<file path="config.mk">
export PLATFORM = sky130hd
export DESIGN_NAME = vbs_arbiter
export DESIGN_NICKNAME = d
export VERILOG_FILES = /design/src/rtl/vbs_pkg.sv /design/src/rtl/vbs_raster.sv /design/src/rtl/vbs_linecfg.sv /design/src/rtl/vbs_window.sv /design/src/rtl/vbs_arbiter.sv
export SDC_FILE = /design/constraint.sdc
export NUM_CORES = 1
export LEC_CHECK = 0
export BUFFER_PORTS_ARGS = -buffer_cell sky130_fd_sc_hd__buf_2
export CAP_MARGIN = 0
export CORE_UTILIZATION = 29
export CTS_CLUSTER_DIAMETER = 100
export DETAILED_ROUTE_END_ITERATION = 10
export HOLD_SLACK_MARGIN = 0.06
export PLACE_DENSITY_LB_ADDON = 0.25
export SLEW_MARGIN = 20
export SYNTH_ARGS = -nofsm -noshare
export SYNTH_HDL_FRONTEND = slang
export SYNTH_HIERARCHICAL = 1
export SYNTH_SLANG_ARGS = --single-unit
export TNS_END_PERCENT = 100
</file>
<file path="constraint.sdc">
create_clock -name clk -period 3.95 [get_ports clk]
set_input_delay 0.1975 -clock clk [delete_from_list [all_inputs] [get_ports clk]]
set_output_delay 0.1975 -clock clk [all_outputs]
set_load 0.02 [all_outputs]
</file>
<file path="src/rtl/vbs_pkg.sv">
package vbs_pkg;

    typedef enum logic {
        RGN_NTSC = 1'b0,
        RGN_PAL  = 1'b1
    } region_e;

    localparam int CYC_W      = 7;
    localparam int LINE_W     = 9;
    localparam int NUM_SPR    = 8;
    localparam int BA_LEAD    = 3;
    localparam int SPR_SLOT0  = 3;
    localparam int CHR_SLOT0  = 22;
    localparam int CHR_SLOTS  = 40;
    localparam int DISP_FIRST = 48;
    localparam int DISP_LAST  = 247;

    typedef logic [CYC_W-1:0]  cyc_t;
    typedef logic [LINE_W-1:0] line_t;

    typedef struct packed {
        logic               bad;
        logic [NUM_SPR-1:0] spr;
    } line_cfg_t;

    function automatic cyc_t cyc_per_line(region_e r);
        return (r == RGN_PAL) ? cyc_t'(63) : cyc_t'(65);
    endfunction

    function automatic line_t lines_per_frame(region_e r);
        return (r == RGN_PAL) ? line_t'(315) : line_t'(263);
    endfunction

    function automatic logic is_bad_line(line_t ln, logic [2:0] ys);
        return (ln[2:0] == ys) && (ln >= line_t'(DISP_FIRST)) && (ln <= line_t'(DISP_LAST));
    endfunction

endpackage

</file>
<file path="src/rtl/vbs_raster.sv">
module vbs_raster
    import vbs_pkg::*;
(
    input  logic    clk,
    input  logic    rst,
    input  region_e region_in,
    output cyc_t    cyc,
    output line_t   line,
    output logic    eol,
    output logic    eof,
    output region_e region_q
);

    cyc_t  cyc_last;
    line_t line_last;

    always_comb begin
        cyc_last  = cyc_per_line(region_q) - cyc_t'(1);
        line_last = lines_per_frame(region_q) - line_t'(1);
        eol       = (cyc == cyc_last);
        eof       = eol && (line == line_last);
    end

    always_ff @(posedge clk) begin
        if (rst) begin
            cyc      <= '0;
            line     <= '0;
            region_q <= region_in;
        end else if (eol) begin
            cyc <= '0;
            if (eof) begin
                line     <= '0;
                region_q <= region_in;
            end else begin
                line <= line + line_t'(1);
            end
        end else begin
            cyc <= cyc + cyc_t'(1);
        end
    end

    assert_cyc_bound_R2: assert property (@(posedge clk) disable iff (rst)
        cyc < cyc_per_line(region_q));

    assert_line_bound_R3: assert property (@(posedge clk) disable iff (rst)
        line < lines_per_frame(region_q));

    assert_frame_wrap_R3: assert property (@(posedge clk) disable iff (rst)
        eof |=> (line == '0) && (cyc == '0));

endmodule

</file>
<file path="src/rtl/vbs_linecfg.sv">
module vbs_linecfg
    import vbs_pkg::*;
(
    input  logic               clk,
    input  logic               rst,
    input  logic               eol,
    input  logic               eof,
    input  line_t              line,
    input  logic [2:0]         yscroll,
    input  logic [NUM_SPR-1:0] spr_en,
    output line_cfg_t          cfg
);

    line_t     next_line;
    line_cfg_t cfg_next;

    always_comb begin
        next_line    = eof ? line_t'(0) : line + line_t'(1);
        cfg_next.bad = is_bad_line(next_line, yscroll);
        cfg_next.spr = spr_en;
    end

    always_ff @(posedge clk) begin
        if (rst) begin
            cfg <= '0;
        end else if (eol) begin
            cfg <= cfg_next;
        end
    end

    assert_cfg_hold_R4: assert property (@(posedge clk) disable iff (rst)
        !eol |=> $stable(cfg));

    assert_bad_window_R4: assert property (@(posedge clk) disable iff (rst)
        cfg.bad |-> (line >= line_t'(DISP_FIRST)) && (line <= line_t'(DISP_LAST)));

endmodule

</file>
<file path="src/rtl/vbs_window.sv">
module vbs_window
    import vbs_pkg::*;
#(
    parameter int N_SPR     = NUM_SPR,
    parameter int LEAD      = BA_LEAD,
    parameter int SPR_FIRST = SPR_SLOT0,
    parameter int CHR_FIRST = CHR_SLOT0,
    parameter int CHR_COUNT = CHR_SLOTS
)(
    input  logic      clk,
    input  logic      rst,
    input  cyc_t      cyc,
    input  line_cfg_t cfg,
    output logic      ba,
    output logic      vid_ph2
);

    localparam int CHR_LAST = CHR_FIRST + CHR_COUNT - 1;
    localparam int CHR_HOLD = CHR_FIRST - LEAD;

    int               c;
    logic [N_SPR-1:0] spr_fetch;
    logic [N_SPR-1:0] spr_hold;
    logic             chr_fetch;
    logic             chr_hold;

    assign c = int'(cyc);

    for (genvar i = 0; i < N_SPR; i++) begin : g_spr
        localparam int SLOT = SPR_FIRST + 2 * i;
        localparam int HOLD = SLOT - LEAD;
        assign spr_fetch[i] = cfg.spr[i] && (c >= SLOT) && (c <= SLOT + 1);
        assign spr_hold[i]  = cfg.spr[i] && (c >= HOLD) && (c <= SLOT + 1);
    end

    assign chr_fetch = cfg.bad && (c >= CHR_FIRST) && (c <= CHR_LAST);
    assign chr_hold  = cfg.bad && (c >= CHR_HOLD)  && (c <= CHR_LAST);

    assign vid_ph2 = (|spr_fetch) || chr_fetch;
    assign ba      = !((|spr_hold) || chr_hold);

    assert_lead_time_R7: assert property (@(posedge clk) disable iff (rst)
        $fell(ba) |-> ##3 vid_ph2);

    assert_lead_low_R7: assert property (@(posedge clk) disable iff (rst)
        $rose(vid_ph2) |-> !$past(ba, 1) && !$past(ba, 2) && !$past(ba, 3));

    assert_release_R7: assert property (@(posedge clk) disable iff (rst)
        $rose(ba) |-> $past(vid_ph2));

    assert_steal_needs_ba_R8: assert property (@(posedge clk) disable iff (rst)
        vid_ph2 |-> !ba);

endmodule

</file>
<file path="src/rtl/vbs_arbiter.sv">
module vbs_arbiter
    import vbs_pkg::*;
(
    input  logic       clk,
    input  logic       rst,
    input  logic       region,
    input  logic [2:0] yscroll,
    input  logic [7:0] spr_en,
    input  logic       cpu_rnw,
    output logic       ba,
    output logic       aec,
    output logic       cpu_halt,
    output logic [8:0] raster_line,
    output logic [6:0] raster_cyc
);

    cyc_t      cyc;
    line_t     line;
    logic      eol;
    logic      eof;
    region_e   region_q;
    line_cfg_t cfg;
    logic      vid_ph2;

    vbs_raster u_raster (
        .clk       (clk),
        .rst       (rst),
        .region_in (region_e'(region)),
        .cyc       (cyc),
        .line      (line),
        .eol       (eol),
        .eof       (eof),
        .region_q  (region_q)
    );

    vbs_linecfg u_cfg (
        .clk     (clk),
        .rst     (rst),
        .eol     (eol),
        .eof     (eof),
        .line    (line),
        .yscroll (yscroll),
        .spr_en  (spr_en),
        .cfg     (cfg)
    );

    vbs_window u_win (
        .clk     (clk),
        .rst     (rst),
        .cyc     (cyc),
        .cfg     (cfg),
        .ba      (ba),
        .vid_ph2 (vid_ph2)
    );

    assign aec         = !vid_ph2;
    assign cpu_halt    = !ba && cpu_rnw;
    assign raster_line = line;
    assign raster_cyc  = cyc;

    assert_write_not_halted_R9: assert property (@(posedge clk) disable iff (rst)
        !cpu_rnw |-> !cpu_halt);

    assert_halt_under_ba_R9: assert property (@(posedge clk) disable iff (rst)
        cpu_halt |-> !ba);

    always_comb begin
        if (rst) begin
            assert_reset_idle_R1: assert (cfg == '0 || $isunknown(cfg));
        end
    end

endmodule

</file>
==> results.yml <==
timing:
  finalClockSkew_ns: 0.000918
  rsz0062_at_grt: "no"
  slew_headroom_pct: 62.4
  max_freq_mhz: 336
  setup_slack_ns: 0.970
  finalCritPeriodShare_pct: 75.4
  finalSetupViolCount: 0
  period_minus_slack_ns: 2.98
  fin_tns_setup_ns: 0
  hold_viol_final: 0
  slew_violations: 0
  worst_pin_slew_ns: 0.563
final_layout:
  areaGrowthSynthToFinish_pct: 12.9
  fillerInstances: 659
  layout-drive-gt1-share_pct: 20.9
  n_antenna_cell: 0
  final_nets: 273
logic_synthesis:
  synth_area_leaders: "dfxtp_1, mux2i_1, a21oi_1"
  yosysSeqAreaShare_pct: 28.6
  yosys_warnings: 6
  ys_types: 57
  syn_avg_cell_area_um2: 8.23
  synthCells: 225
  synth_top_flop_cell: "dfxtp_1"
  synth_nets: 244
  yosysTopAreaCell: "dfxtp_1"
  netlist_area_um2: 1850
  synth-seq-cells: 26
  synth_edf_count: 1
  synth_top_area_share_pct: 27.0
  async_reset_ff_share_pct: 0
place:
  gp_congestion: 0.795
  dpl_worst_slack_ns: 0.967
  dp_hpwl_mm: 3.27
  numPortBuffers: 33
global_routing:
  grt_first_pass_wirelength_mm: 7.52
  grt_pass1_vias: 1483
  overflow: 0
  grtUsageTotal_pct: 14.6
  grt_start_max_net_pins: 26
  antenna_found_initial: 0
clock_network:
  htreeDepth: 1
  clock_latency_ns: 0.27
  cts_root_buf: "clkbuf_8"
  clock_sinks: 26
  cts_tree: "done"
  cts_resized: 0
  cts_buffers: 3
  clkTransAtPathRegs_ns: 0.09
  clk_path_buf_depth: 2
  cts_hold_buf: 0
  cts_setup_buffers: 0
detailed_routing:
  firstDrtPassIters: 4
  drt_wl_total_mm: 4.66
  route.detailed.drc: 0
  wire_per_inst_um: 14.2
  initialDrtViolationCount: 99
  detail-route-antenna-nets: 0
  dr_total_vias: 1716
  viasPerCell: 5.23
worst_setup_path:
  cp.required_ns: 4.16
  crit_chain: "buf_4 > or4_1 > a221o_1 > inv_1 > and3_1 > or3_1 > o211ai_1 > a211o_1 > a21oi_2"
  crit_path_max_fanout: 25
  worstSetupStartpointType: "flip-flop"
  reg2regPathDepth: 9
  r2r-end: "u_cfg/cfg[8]"
  cp_num_buf_inv: 2
  criticalPathCategory: "flip-flop to flip-flop"
  cp_top_family: "compound AO/OA/AOI/OAI gates"
  critPathCaptureType: "flip-flop"
  regToRegSetupSlack_ns: 0.97
  arrival_ns: 3.19
  r2r_start: "u_raster/cyc[1]"
  max_stage_delay_ns: 0.58
  slowest_stage: "a221o_1"
hold_path:
  hold_class: "primary input to flip-flop"
  hold_depth: 1
  hold_end: "u_raster/region_q"
  hold_start: "region"
power:
  p_int_uw: 377
  p_leak_nw: 0.787
  clockPowerShare_pct: 34.7
  p_per_area_nw_per_um2: 237
  netSwitchingPower_uw: 118
  power.share.sequential_pct: 54.3
  ir_drop_v: 0.000138
  p_comb_share_pct: 10.9
  swShare_pct: 23.8
floorplan:
  die_area_um2: 6710
  fp-row-count: 28
  core_area_um2: 6030
  start_util_pct: 30.7
  die_w_um: 81.9
  io_pins: 34
  dieHeight_um: 81.9
flow_run:
  maxCapViolCount: 0
outcome:
  outcome: "finished clean"
## how the worst max path moves through the flow
stage                            from      endpoint  slack (ns)  cells after the start
floorplan           u_raster/region_q  u_cfg/cfg[8]        1.54                      8
global placement      u_raster/cyc[1]  u_cfg/cfg[8]        1.03                      9
detailed placement    u_raster/cyc[1]  u_cfg/cfg[8]        0.97                      9
CTS                   u_raster/cyc[1]  u_cfg/cfg[8]        0.95                      9
global route          u_raster/cyc[1]  u_cfg/cfg[8]        0.77                      9
finish                u_raster/cyc[1]  u_cfg/cfg[8]        0.97                      9
## power groups by stage
stage | Combinational (mW) | Clock (mW) | Sequential (mW)
after floorplan | 0.0322 | 0 | 0.282
after global placement | 0.0537 | 0 | 0.275
after detailed placement | 0.0540 | 0 | 0.275
after CTS | 0.0543 | 0.180 | 0.269
after global routing | 0.0597 | 0.189 | 0.270
final | 0.0541 | 0.172 | 0.269
## flip-flops by register name, indices dropped and copies added (netlist names)
signal	count
u_raster/cyc	7
u_raster/line	9
u_raster/region_q	1
u_cfg/cfg	9
## routing by layer
| metal | vias up | track usage (%) | share of wire, % | wire (um) |
|---|---|---|---|---|
| met1 | 809 | 19.6 | 48 | 2250 |
| met5 | - | 0 | 0 | 0 |
| li1 | 882 | - | - | - |
| met2 | 21 | 23.4 | 47 | 2210 |
| met4 | 0 | 4.21 | 1.1 | 51 |
| met3 | 4 | 3.00 | 3.2 | 151 |
## through the flow
stage                     std cells  utilization, %  total power [mW]  hold slack (ns)  cell area, um^2
after floorplan                 225               -             0.314            0.267             1850
after global placement          324            33.8             0.329            0.397             2040
after detailed placement        324            33.8             0.329            0.381             2040
after CTS                       328            34.7             0.503           0.0947             2090
after global routing            328            34.7             0.518           0.0959             2090
final                           328            34.7             0.495            0.103             2090
## synth_stat cells, types with 2 or more instances
master	n
dfxtp_1	25
nor2_1	22
a21oi_1	20
nand2_1	19
mux2i_1	12
o21ai_0	11
nand3_1	9
inv_1	7
xnor2_1	7
or3_1	6
and3_1	5
buf_6	5
a211o_1	4
buf_2	4
ha_1	4
nand4_1	4
nor2b_1	4
nand3b_1	3
nand4b_1	3
nor3_1	3
o22ai_1	3
or4_1	3
xor2_1	3
a31oi_1	2
and4_1	2
clkbuf_1	2
o211ai_1	2
o31ai_1	2
## cells in the final DEF, fill, tap and decap left out, types with 5 or more instances in the layout
master	n
dfxtp_1	25
inv_1	7
buf_2	33
nand2_1	19
nand3_1	9
or3_1	6
a21oi_1	20
nor2_1	22
o21ai_0	11
and3_1	5
mux2i_1	12
xnor2_1	7
## cells by family (layout without fill, tap and decap cells)
| family | count (synthesis) | in the layout | share of synthesized area (%) |
|---|---|---|---|
| adders and majority gates | 4 | 4 | 2.70 |
| AOI/OAI and AO/OA | 56 | 56 | 19.4 |
| and+or+nand+nor | 94 | 94 | 28.5 |
| xor gates and xnor gates | 10 | 10 | 4.73 |
| muxes | 15 | 15 | 8.92 |
| buffers and inverters | 20 | 48 | 7.09 |
| DFF | 26 | 26 | 28.6 |
## area by class of cell
type                       count  area, um^2  share of cell area (%)
clock buffer                   4        55.1                    2.63
inverter                       7        26.3                    1.26
multi-input combinational    179        1190                    56.9
sequential                    26         531                    25.4
tap                           75        93.8                    4.49
timing repair buffer          37         195                    9.34
No activity file was read; power rests on OpenSTA's default activity.
